--- src/rtl/devstat_pkg.sv ---
package devstat_pkg;

  localparam logic [7:0] CMD_STATUS = 8'hFE;
  localparam logic [7:0] CMD_TEST   = 8'hFD;
  localparam logic [15:0] TEST_WORD = 16'hA50F;

  typedef struct packed {
    logic wrStat;
    logic rdStat;
    logic rdTestLo;
    logic rdTestHi;
    logic rdOther;
  } devStrobes_t;

endpackage

--- src/rtl/devstat_mstimer.sv ---
module devstat_mstimer #(
  parameter int LIMIT = 12
) (
  input  logic clk,
  input  logic rstN,
  input  logic cond,
  output logic expired
);
  localparam int CW = $clog2(LIMIT + 1);
  localparam logic [CW-1:0] LIM = CW'(LIMIT);

  logic [CW-1:0] runLen;

  // Saturating run counter, restarts whenever the condition drops.
  always_ff @(posedge clk or negedge rstN) begin
    if (!rstN) begin
      runLen <= '0;
    end else if (!cond) begin
      runLen <= '0;
    end else if (runLen != LIM) begin
      runLen <= runLen + 1'b1;
    end
  end

  assign expired = cond && (runLen == LIM);
endmodule

--- src/rtl/devstat_ctrl.sv ---
module devstat_ctrl
  import devstat_pkg::*;
(
  input  logic        clk,
  input  logic        rstN,
  input  logic        cmdValid,
  input  logic [7:0]  cmdCode,
  input  logic        dataWrValid,
  input  logic        dataRdReq,
  output devStrobes_t stb
);
  logic [7:0] curCmd;
  logic       testHalf;
  logic       isStatus;
  logic       isTest;
  logic       rdGo;
  logic       wrGo;

  assign isStatus = (curCmd == CMD_STATUS);
  assign isTest   = (curCmd == CMD_TEST);
  // a command byte takes precedence over data in the same cycle
  assign rdGo     = dataRdReq && !cmdValid;
  assign wrGo     = dataWrValid && !cmdValid;

  always_ff @(posedge clk or negedge rstN) begin
    if (!rstN) begin
      curCmd   <= 8'h00;
      testHalf <= 1'b0;
    end else if (cmdValid) begin
      curCmd   <= cmdCode;
      testHalf <= 1'b0;
    end else if (rdGo && isTest) begin
      testHalf <= ~testHalf;
    end
  end

  always_comb begin
    stb          = '0;
    stb.wrStat   = wrGo && isStatus;
    stb.rdStat   = rdGo && isStatus;
    stb.rdTestLo = rdGo && isTest && !testHalf;
    stb.rdTestHi = rdGo && isTest && testHalf;
    stb.rdOther  = rdGo && !isStatus && !isTest;
  end
endmodule

--- src/rtl/devstat_dp.sv ---
module devstat_dp
  import devstat_pkg::*;
#(
  parameter int CYCLES_PER_MS = 48000
) (
  input  logic        clk,
  input  logic        rstN,
  input  devStrobes_t stb,
  input  logic [7:0]  dataWrByte,
  input  logic        vbusSense,
  input  logic        busActivity,
  output logic [7:0]  dataRdByte,
  output logic        connectN,
  output logic        remoteWakeup,
  output logic        devStatIrq
);
  localparam int WINDOW = 3 * CYCLES_PER_MS;

  logic con, conCh, sus, susCh;
  logic conNx, conChNx, susNx, susChNx;
  logic vbusGone, idleLong;
  logic wakeNx;
  logic [7:0] statusByte;

  devstat_mstimer #(.LIMIT(WINDOW)) vbusTimer (
    .clk(clk), .rstN(rstN), .cond(!vbusSense), .expired(vbusGone)
  );

  devstat_mstimer #(.LIMIT(WINDOW)) idleTimer (
    .clk(clk), .rstN(rstN), .cond(con && !busActivity), .expired(idleLong)
  );

  assign statusByte = {4'b0000, susCh, sus, conCh, con};

  always_comb begin
    conNx   = con;
    conChNx = conCh & ~stb.rdStat;
    susNx   = sus;
    susChNx = susCh & ~stb.rdStat;
    if (stb.wrStat) conNx = dataWrByte[0];
    // bus-power loss overrides any software connect in the same cycle
    if (vbusGone && con) begin
      conNx   = 1'b0;
      conChNx = 1'b1;
    end
    if (sus && (!conNx || busActivity)) begin
      susNx   = 1'b0;
      susChNx = 1'b1;
    end else if (!sus && idleLong && con && conNx) begin
      susNx   = 1'b1;
      susChNx = 1'b1;
    end
  end

  assign wakeNx = stb.wrStat && !dataWrByte[2] && sus && con;

  always_ff @(posedge clk or negedge rstN) begin
    if (!rstN) begin
      con          <= 1'b0;
      conCh        <= 1'b0;
      sus          <= 1'b0;
      susCh        <= 1'b0;
      remoteWakeup <= 1'b0;
      dataRdByte   <= 8'h00;
    end else begin
      con          <= conNx;
      conCh        <= conChNx;
      sus          <= susNx;
      susCh        <= susChNx;
      remoteWakeup <= wakeNx;
      if (stb.rdStat)        dataRdByte <= statusByte;
      else if (stb.rdTestLo) dataRdByte <= TEST_WORD[7:0];
      else if (stb.rdTestHi) dataRdByte <= TEST_WORD[15:8];
      else if (stb.rdOther)  dataRdByte <= 8'h00;
    end
  end

  assign connectN   = ~con;
  assign devStatIrq = conCh | susCh;
endmodule

--- src/rtl/usb_devstat_ctrl.sv ---
module usb_devstat_ctrl
  import devstat_pkg::*;
#(
  parameter int CYCLES_PER_MS = 48000
) (
  input  logic       clk,
  input  logic       rstN,
  input  logic       cmdValid,
  input  logic [7:0] cmdCode,
  input  logic       dataWrValid,
  input  logic [7:0] dataWrByte,
  input  logic       dataRdReq,
  output logic [7:0] dataRdByte,
  input  logic       vbusSense,
  input  logic       busActivity,
  output logic       connectN,
  output logic       remoteWakeup,
  output logic       devStatIrq
);
  devStrobes_t stb;

  devstat_ctrl ctrl (
    .clk(clk), .rstN(rstN), .cmdValid(cmdValid), .cmdCode(cmdCode),
    .dataWrValid(dataWrValid), .dataRdReq(dataRdReq), .stb(stb)
  );

  devstat_dp #(.CYCLES_PER_MS(CYCLES_PER_MS)) dp (
    .clk(clk), .rstN(rstN), .stb(stb), .dataWrByte(dataWrByte),
    .vbusSense(vbusSense), .busActivity(busActivity),
    .dataRdByte(dataRdByte), .connectN(connectN),
    .remoteWakeup(remoteWakeup), .devStatIrq(devStatIrq)
  );
endmodule

--- config.mk ---
export PLATFORM = sky130hd
export DESIGN_NAME = usb_devstat_ctrl
export DESIGN_NICKNAME = d
export VERILOG_FILES = /design/src/rtl/devstat_pkg.sv /design/src/rtl/devstat_mstimer.sv /design/src/rtl/devstat_ctrl.sv /design/src/rtl/devstat_dp.sv /design/src/rtl/usb_devstat_ctrl.sv
export SDC_FILE = /design/constraint.sdc
export NUM_CORES = 1
export LEC_CHECK = 0
export ABC_AREA = 0
export ABC_CLOCK_PERIOD_IN_PS = 1500
export CAP_MARGIN = 20
export CORE_ASPECT_RATIO = 0.7
export CORE_MARGIN = 4
export CORE_UTILIZATION = 28
export DETAILED_ROUTE_END_ITERATION = 10
export PLACE_DENSITY = 0.45
export SETUP_SLACK_MARGIN = 0.4
export SYNTH_ARGS = -nofsm -noshare
export SYNTH_HDL_FRONTEND = slang
export SYNTH_SLANG_ARGS = --single-unit
--- constraint.sdc ---
create_clock -name clk -period 1.5 [get_ports clk]
set_input_delay 0.375 -clock clk [delete_from_list [all_inputs] [get_ports clk]]
set_output_delay 0.375 -clock clk [all_outputs]
set_load 0.05 [all_outputs]
==> results of run 1 <==
==> cells by family (layout without fill, tap and decap cells) <==
logic type / Yosys count / count (layout) / share of synthesized area
and+or+nand+nor: 121 / 121 / 0.241
DFF: 55 / 55 / 0.516
xor gates and xnor gates: 29 / 29 / 0.0952
AOI/OAI and AO/OA: 25 / 25 / 0.0511
buffers and inverters: 19 / 130 / 0.0314
muxes: 11 / 11 / 0.0455
adders and majority gates: 4 / 4 / 0.0188
other: 1 / 2 / 0.00141
==> final cells by class <==
type | instances | share of cell area
clock buffer | 6 | 0.0308
clock inverter | 2 | 0.00861
inverter | 10 | 0.00917
multi-input combinational | 192 | 0.357
sequential | 55 | 0.306
tap | 124 | 0.0345
timing repair buffer | 112 | 0.253
==> power breakdown <==
group	leakage, nW	internal [W]	switching (W)	total (W)
registers	0.744	0.00151	0.0000192	0.00153
clock network	0.0875	0.000840	0.000547	0.00139
logic	1.09	0.000156	0.000148	0.000304
==> registers in the layout (all words and copies together) (netlist names) <==
signal	cells
dp.susCh	1
ctrl.curCmd	8
dp.idleTimer.runLen	18
dp.dataRdByte	5
dp.con	1
ctrl.testHalf	1
dp.remoteWakeup	1
dp.vbusTimer.runLen	18
dp.sus	1
dp.conCh	1
==> what timing repair did <==
action	CTS	global route
gates resized for setup	57	37
setup endpoints to repair	63	56
buffers inserted	20	16
pin swaps	45	40
==> cells in the mapped netlist (3+ instances only) <==
cell type / number
a21oi_1: 12
or3_1: 5
nor2_1: 34
inv_1: 10
nor3_1: 10
nor4_1: 5
clkbuf_1: 4
nand4_1: 6
buf_4: 3
and3_1: 6
ha_1: 4
nand2_1: 17
dfrtp_1: 55
xor2_1: 14
nand3_1: 18
xnor2_1: 15
nand2b_1: 6
mux2_2: 9
o21ai_0: 10
==> through the flow <==
step	util	instances
after floorplan	-	266
after global placement	0.399	457
after detailed placement	0.399	457
after CTS	0.460	485
after global routing	0.491	501
final	0.491	501
==> layer usage <==
metal / track usage / part of all wire
met2: 0.182 / 0.42
met3: 0.0337 / 0.046
met4: 0.0388 / 0.0092
met5: 0 / 0
met1: 0.187 / 0.53
==> cells in the final DEF, fill, tap and decap left out, types with 6 or more instances in the layout <==
master / count
xnor2_2: 6
xor2_1: 14
nand3_1: 8
a21oi_2: 6
a21oi_1: 6
buf_6: 36
clkdlybuf4s50_1: 13
dfrtp_1: 53
nand2_1: 14
mux2_2: 9
nor2_1: 32
inv_1: 6
xnor2_1: 9
buf_12: 10
buf_4: 49
nand4_1: 6
==> how the worst min path moves through the flow <==
stage | from | to | slack, ns
finish | rstN | ctrl.curCmd[3]$_DFFE_PN0P_ | 0.07
global route | rstN | ctrl.testHalf$_DFFE_PN0P_ | 0.09
CTS | rstN | ctrl.testHalf$_DFFE_PN0P_ | 0.08
detailed placement | rstN | ctrl.curCmd[4]$_DFFE_PN0P_ | 0.41
global placement | rstN | ctrl.curCmd[3]$_DFFE_PN0P_ | 0.40
floorplan | rstN | ctrl.curCmd[0]$_DFFE_PN0P_ | 0.08
==> critical path: cells and delay by family, from the launching register on <==
family	cells	cell delay, ns
compound gates	1	0.12
fa+ha+maj	1	0.13
buf+inv	4	0.36
flops	1	0.38
simple gates	3	0.63
==> flow_summary.json, run 1 <==
{
  "syn_inst": 265,
  "clk_pin_slew_worst_paths_ns": 0.08,
  "fmax_ghz": 0.588,
  "endpoint": "dp.vbusTimer.runLen[14]$_DFFE_PN0P_",
  "r2r_slack_ns": -0.20,
  "cp.arrival_ns": 1.93,
  "fill_cells": 830,
  "cap_violations": 0,
  "grt_usage": 0.127,
  "cts_tree": "built",
  "root_buffer": "clkbuf_16",
  "placed_area_sq_um": 3660,
  "worstPathCellList": "buf_6 > buf_6 > buf_6 > buf_6 > ha_4 > and4_4 > nand3_4 > or3_1 > a21oi_1",
  "area_growth_pct": 68.7,
  "seq_area_sq_um": 1380,
  "slowest_stage": "dfrtp_1",
  "p_per_area_nw_per_um2": 716,
  "required_ns": 1.73,
  "ys_ff_latch": 55,
  "fp.dieW_um": 125,
  "vdd_drop_max_mv": 0.380,
  "ioPinCount": 34,
  "max_stage_delay_ns": 0.38,
  "viasPerCell": 4.50,
  "multiInputGateArea_sq_um": 1610,
  "worstSkewPairLatency_ns": 0.30,
  "crit_type": "flip-flop to flip-flop",
  "synth_edf_count": 0,
  "finalWirelength_mm": 6.72,
  "drt-initial-drc-count": 115,
  "synthTopCellsByArea": "dfrtp_1 52%, xnor2_1 4.9%, nor2_1 4.8%, xor2_1 4.6%, mux2_2 3.8%",
  "synth-main-ff-cell": "dfrtp_1",
  "critPathLaunchType": "flip-flop",
  "fp.coreArea_sq_um": 9180,
  "placementRows": 29,
  "wl_per_cell_um": 13.4,
  "vias": 2257,
  "overflow": 0,
  "grt_pass1_vias": 2219,
  "hold_ws_ns": 0.0654,
  "grt_pass1_wl_mm": 11.4,
  "finalMaxSlewViolations": 0,
  "cts_hold_buf": 0,
  "syn_area_sq_um": 2670,
  "finalSetupViolCount": 31,
  "yosysTopAreaCell": "dfrtp_1",
  "clockBufferDepth": 2,
  "r2r-start": "dp.vbusTimer.runLen[0]$_DFFE_PN0P_",
  "async_flop_share": 1.00,
  "dpl.hpwl_mm": 4.37,
  "dr.pass1.iters": 4,
  "yosys.area.top_type_share": 0.516,
  "port_buffers": 25,
  "period_minus_slack_ns": 1.70,
  "violations": "setup timing",
  "start_util": 0.291,
  "cp_common_cell": "buf_6",
  "antenna_left": 0,
  "yosysWarnings": 0,
  "rsz0062_at_grt": "yes",
  "worstRegToRegCells": 9,
  "antenna_cells": 0,
  "crit_path_end_kind": "flip-flop",
  "p_leak_nw": 1.92,
  "status": "finished, violations left",
  "r2r_end": "dp.vbusTimer.runLen[14]$_DFFE_PN0P_",
  "antenna_found_initial": 0,
  "nets": 403,
  "ys_seq_area_frac": 0.516,
  "startpoint": "dp.vbusTimer.runLen[0]$_DFFE_PN0P_",
  "finalClockSkew_ns": 0.00895,
  "period_share": 1.13,
  "ys_types": 35,
  "syn_avg_cell_area_sq_um": 10.1,
  "final_cell_area_sq_um": 4500,
  "htreeDepth": 2,
  "hold_violations": 0,
  "place.gp.congestion": 0.763,
  "cts_buffers": 5,
  "grt_max_degree": 56,
  "fin_setup_tns_ns": -2.58,
  "drive_above_1_share": 0.469,
  "chipHeight_um": 89.7,
  "layout_setup_ws_ns": -0.200,
  "cts.sinks": 55,
  "fin_total_pwr_w": 0.00322,
  "die-area_sq_um": 11200,
  "pre_cts_slack_ns": -0.451,
  "hold_path_class": "primary input to async pin",
  "critPathMaxFanout": 3,
  "remaining_drc_errors": 0
}
Power figures use the tool's default switching activity.
==> run 2, diff against run 1 <==
--- a/config.mk
+++ b/config.mk
@@ -17,3 +17,4 @@
 export SYNTH_ARGS = -nofsm -noshare
 export SYNTH_HDL_FRONTEND = slang
 export SYNTH_SLANG_ARGS = --single-unit
+export TNS_END_PERCENT = 50
==> run 2 against run 1 <==
  * Wire length decreased by 1.8%
  * Register-to-register slack improved by 0.09 ns
  * First-iteration DRC count decreased by 25%
  * Die area unchanged
  * Critical endpoint is now dp.susCh$_DFF_PN0_
  * Clock-buffer cell count unchanged
  * Worst hold slack improved by 0.012 ns
  * Clock power decreased by 20%
  * Sequential power about the same
  * Largest power group unchanged
  * The run still ends with setup timing left
  * Combinational power decreased by 7.2%
  * Worst setup slack improved by 0.094 ns
==> flow_summary.json, run 2 (same netlist as run 1, synthesis figures left out) <==
{
  "status": "finished, violations left",
  "violations": "setup timing",
  "required_ns": 1.67,
  "cp.arrival_ns": 1.77,
  "stdcell_count": 475,
  "port_buffers": 25,
  "p_sw_frac": 0.228,
  "viasPerCell": 4.56,
  "final_util": 0.458,
  "drt-initial-drc-count": 86,
  "rsz0062_at_grt": "yes",
  "critPathLaunchType": "flip-flop",
  "worstRegToRegCells": 8,
  "fp.coreArea_sq_um": 9180,
  "cts_hold_buf": 0,
  "clk_pin_slew_worst_paths_ns": 0.07,
  "htreeDepth": 2,
  "hold_violations": 0,
  "ioPinCount": 34,
  "grt_pass1_vias": 2204,
  "period_minus_slack_ns": 1.61,
  "p_leak_nw": 1.77,
  "critPathMaxFanout": 6,
  "p_clk_frac": 0.379,
  "wl_per_cell_um": 13.9,
  "cap_violations": 0,
  "cts.sinks": 55,
  "grt_usage": 0.120,
  "crit_type": "flip-flop to flip-flop",
  "area_growth_pct": 57.6,
  "antenna_cells": 0,
  "p_sw_w": 0.000669,
  "clockBufferDepth": 2,
  "cts_tree": "built",
  "vias": 2165,
  "hold_path_class": "primary input to async pin",
  "p_per_area_nw_per_um2": 697,
  "finalMaxSlewViolations": 0,
  "finalSetupViolCount": 12,
  "dr.pass1.iters": 4,
  "seqPwrFrac": 0.524,
  "antenna_found_initial": 0,
  "layout_common_cells": "54 x dfrtp_1, 38 x buf_4, 31 x nor2_1",
  "layout_setup_ws_ns": -0.106,
  "finalWirelength_mm": 6.60,
  "placementRows": 29,
  "finalClockSkew_ns": 0.00437,
  "overflow": 0,
  "grt_pass1_wl_mm": 10.8,
  "nets": 379,
  "hold_ws_ns": 0.0772,
  "worstSkewPairLatency_ns": 0.29,
  "crit_path_end_kind": "flip-flop",
  "antenna_left": 0,
  "die-area_sq_um": 11200,
  "p_int_w": 0.00226,
  "fp.dieW_um": 125,
  "root_buffer": "clkbuf_16",
  "reg_top3": "dp.idleTimer.runLen: 18 flops, dp.vbusTimer.runLen: 18 flops, ctrl.curCmd: 8 flops",
  "vdd_drop_max_mv": 0.389,
  "comb_power_share": 0.096,
  "cts_buffers": 5,
  "period_share": 1.07,
  "dp_cells": 449,
  "fmax_ghz": 0.623,
  "fill_cells": 846,
  "layout_commonest_cell": "dfrtp_1",
  "chipHeight_um": 89.7,
  "drive_above_1_share": 0.419,
  "place.gp.congestion": 0.719,
  "start_util": 0.291,
  "dpl.hpwl_mm": 4.29,
  "remaining_drc_errors": 0,
  "grt_max_degree": 56
}
## run 2: repair_timing
item / 4_1_cts / 5_1_grt
gates resized for setup: 64 / 24
pin swaps: 57 / 47
endpoints found under the setup margin: 63 / 56
buffers inserted: 11 / 9
cloned: 0 / 0
## run 2: worst paths after layout
| kind | from | to | slack (ns) |
|---|---|---|---|
| min reg2reg | ctrl.curCmd[2]$_DFFE_PN0P_ | ctrl.curCmd[2]$_DFFE_PN0P_ | 0.51 |
| max in group asynchronous | rstN | dp.con$_DFF_PN0_ | 1.14 |
| min | rstN | dp.vbusTimer.runLen[13]$_DFFE_PN0P_ | 0.08 |
| min in group clk | ctrl.curCmd[2]$_DFFE_PN0P_ | ctrl.curCmd[2]$_DFFE_PN0P_ | 0.51 |
| max reg2reg | dp.vbusTimer.runLen[0]$_DFFE_PN0P_ | dp.susCh$_DFF_PN0_ | -0.11 |
| max | dp.vbusTimer.runLen[0]$_DFFE_PN0P_ | dp.susCh$_DFF_PN0_ | -0.11 |
## run 2: area by class of cell
type	instances	area, sq um	share of cell area
repair buffers	88	921	0.219
clock buffers	6	129	0.0306
inverters	10	37.5	0.00892
multi-input cells	192	1590	0.377
flip-flops and latches	55	1380	0.327
well taps	124	155	0.0369
## run 2: per-stage QoR
step	instance area, sq um	setup slack (ns)	total power (W)	TNS, ns
floorplan	2780	-0.0316	0.00167	-0.0605
global placement	3550	-0.391	0.00180	-3.36
detailed placement	3550	-0.396	0.00180	-3.62
CTS	4020	-0.134	0.00296	-0.558
global route	4210	-0.227	0.00305	-2.65
finish	4210	-0.106	0.00293	-0.522
## run 2: metal layers
| metal | vias to the layer above | track usage | share of wire |
|---|---|---|---|
| li1 | 1081 | - | - |
| met1 | 1050 | 0.168 | 0.51 |
| met2 | 29 | 0.186 | 0.44 |
| met3 | 5 | 0.0337 | 0.036 |
| met5 | - | 0 | 0 |
| met4 | 0 | 0.0299 | 0.0073 |
## run 2: critical path, cell delays in order, from the launching register on
cell	delay (ns)
dfrtp_1	0.42
inv_1	0.07
ha_2	0.17
nand2_2	0.06
nor4_4	0.13
nand4_1	0.14
buf_6	0.18
o2111ai_1	0.22
a2bb2oi_1	0.09
## run 2: power groups by stage
| stage | Sequential (W) | Clock, W | Combinational [W] |
|---|---|---|---|
| detailed placement | 0.00156 | 0 | 0.000232 |
| global placement | 0.00156 | 0 | 0.000231 |
| global route | 0.00154 | 0.00120 | 0.000308 |
| CTS | 0.00154 | 0.00115 | 0.000275 |
| floorplan | 0.00156 | 0 | 0.000106 |
| finish | 0.00154 | 0.00111 | 0.000282 |
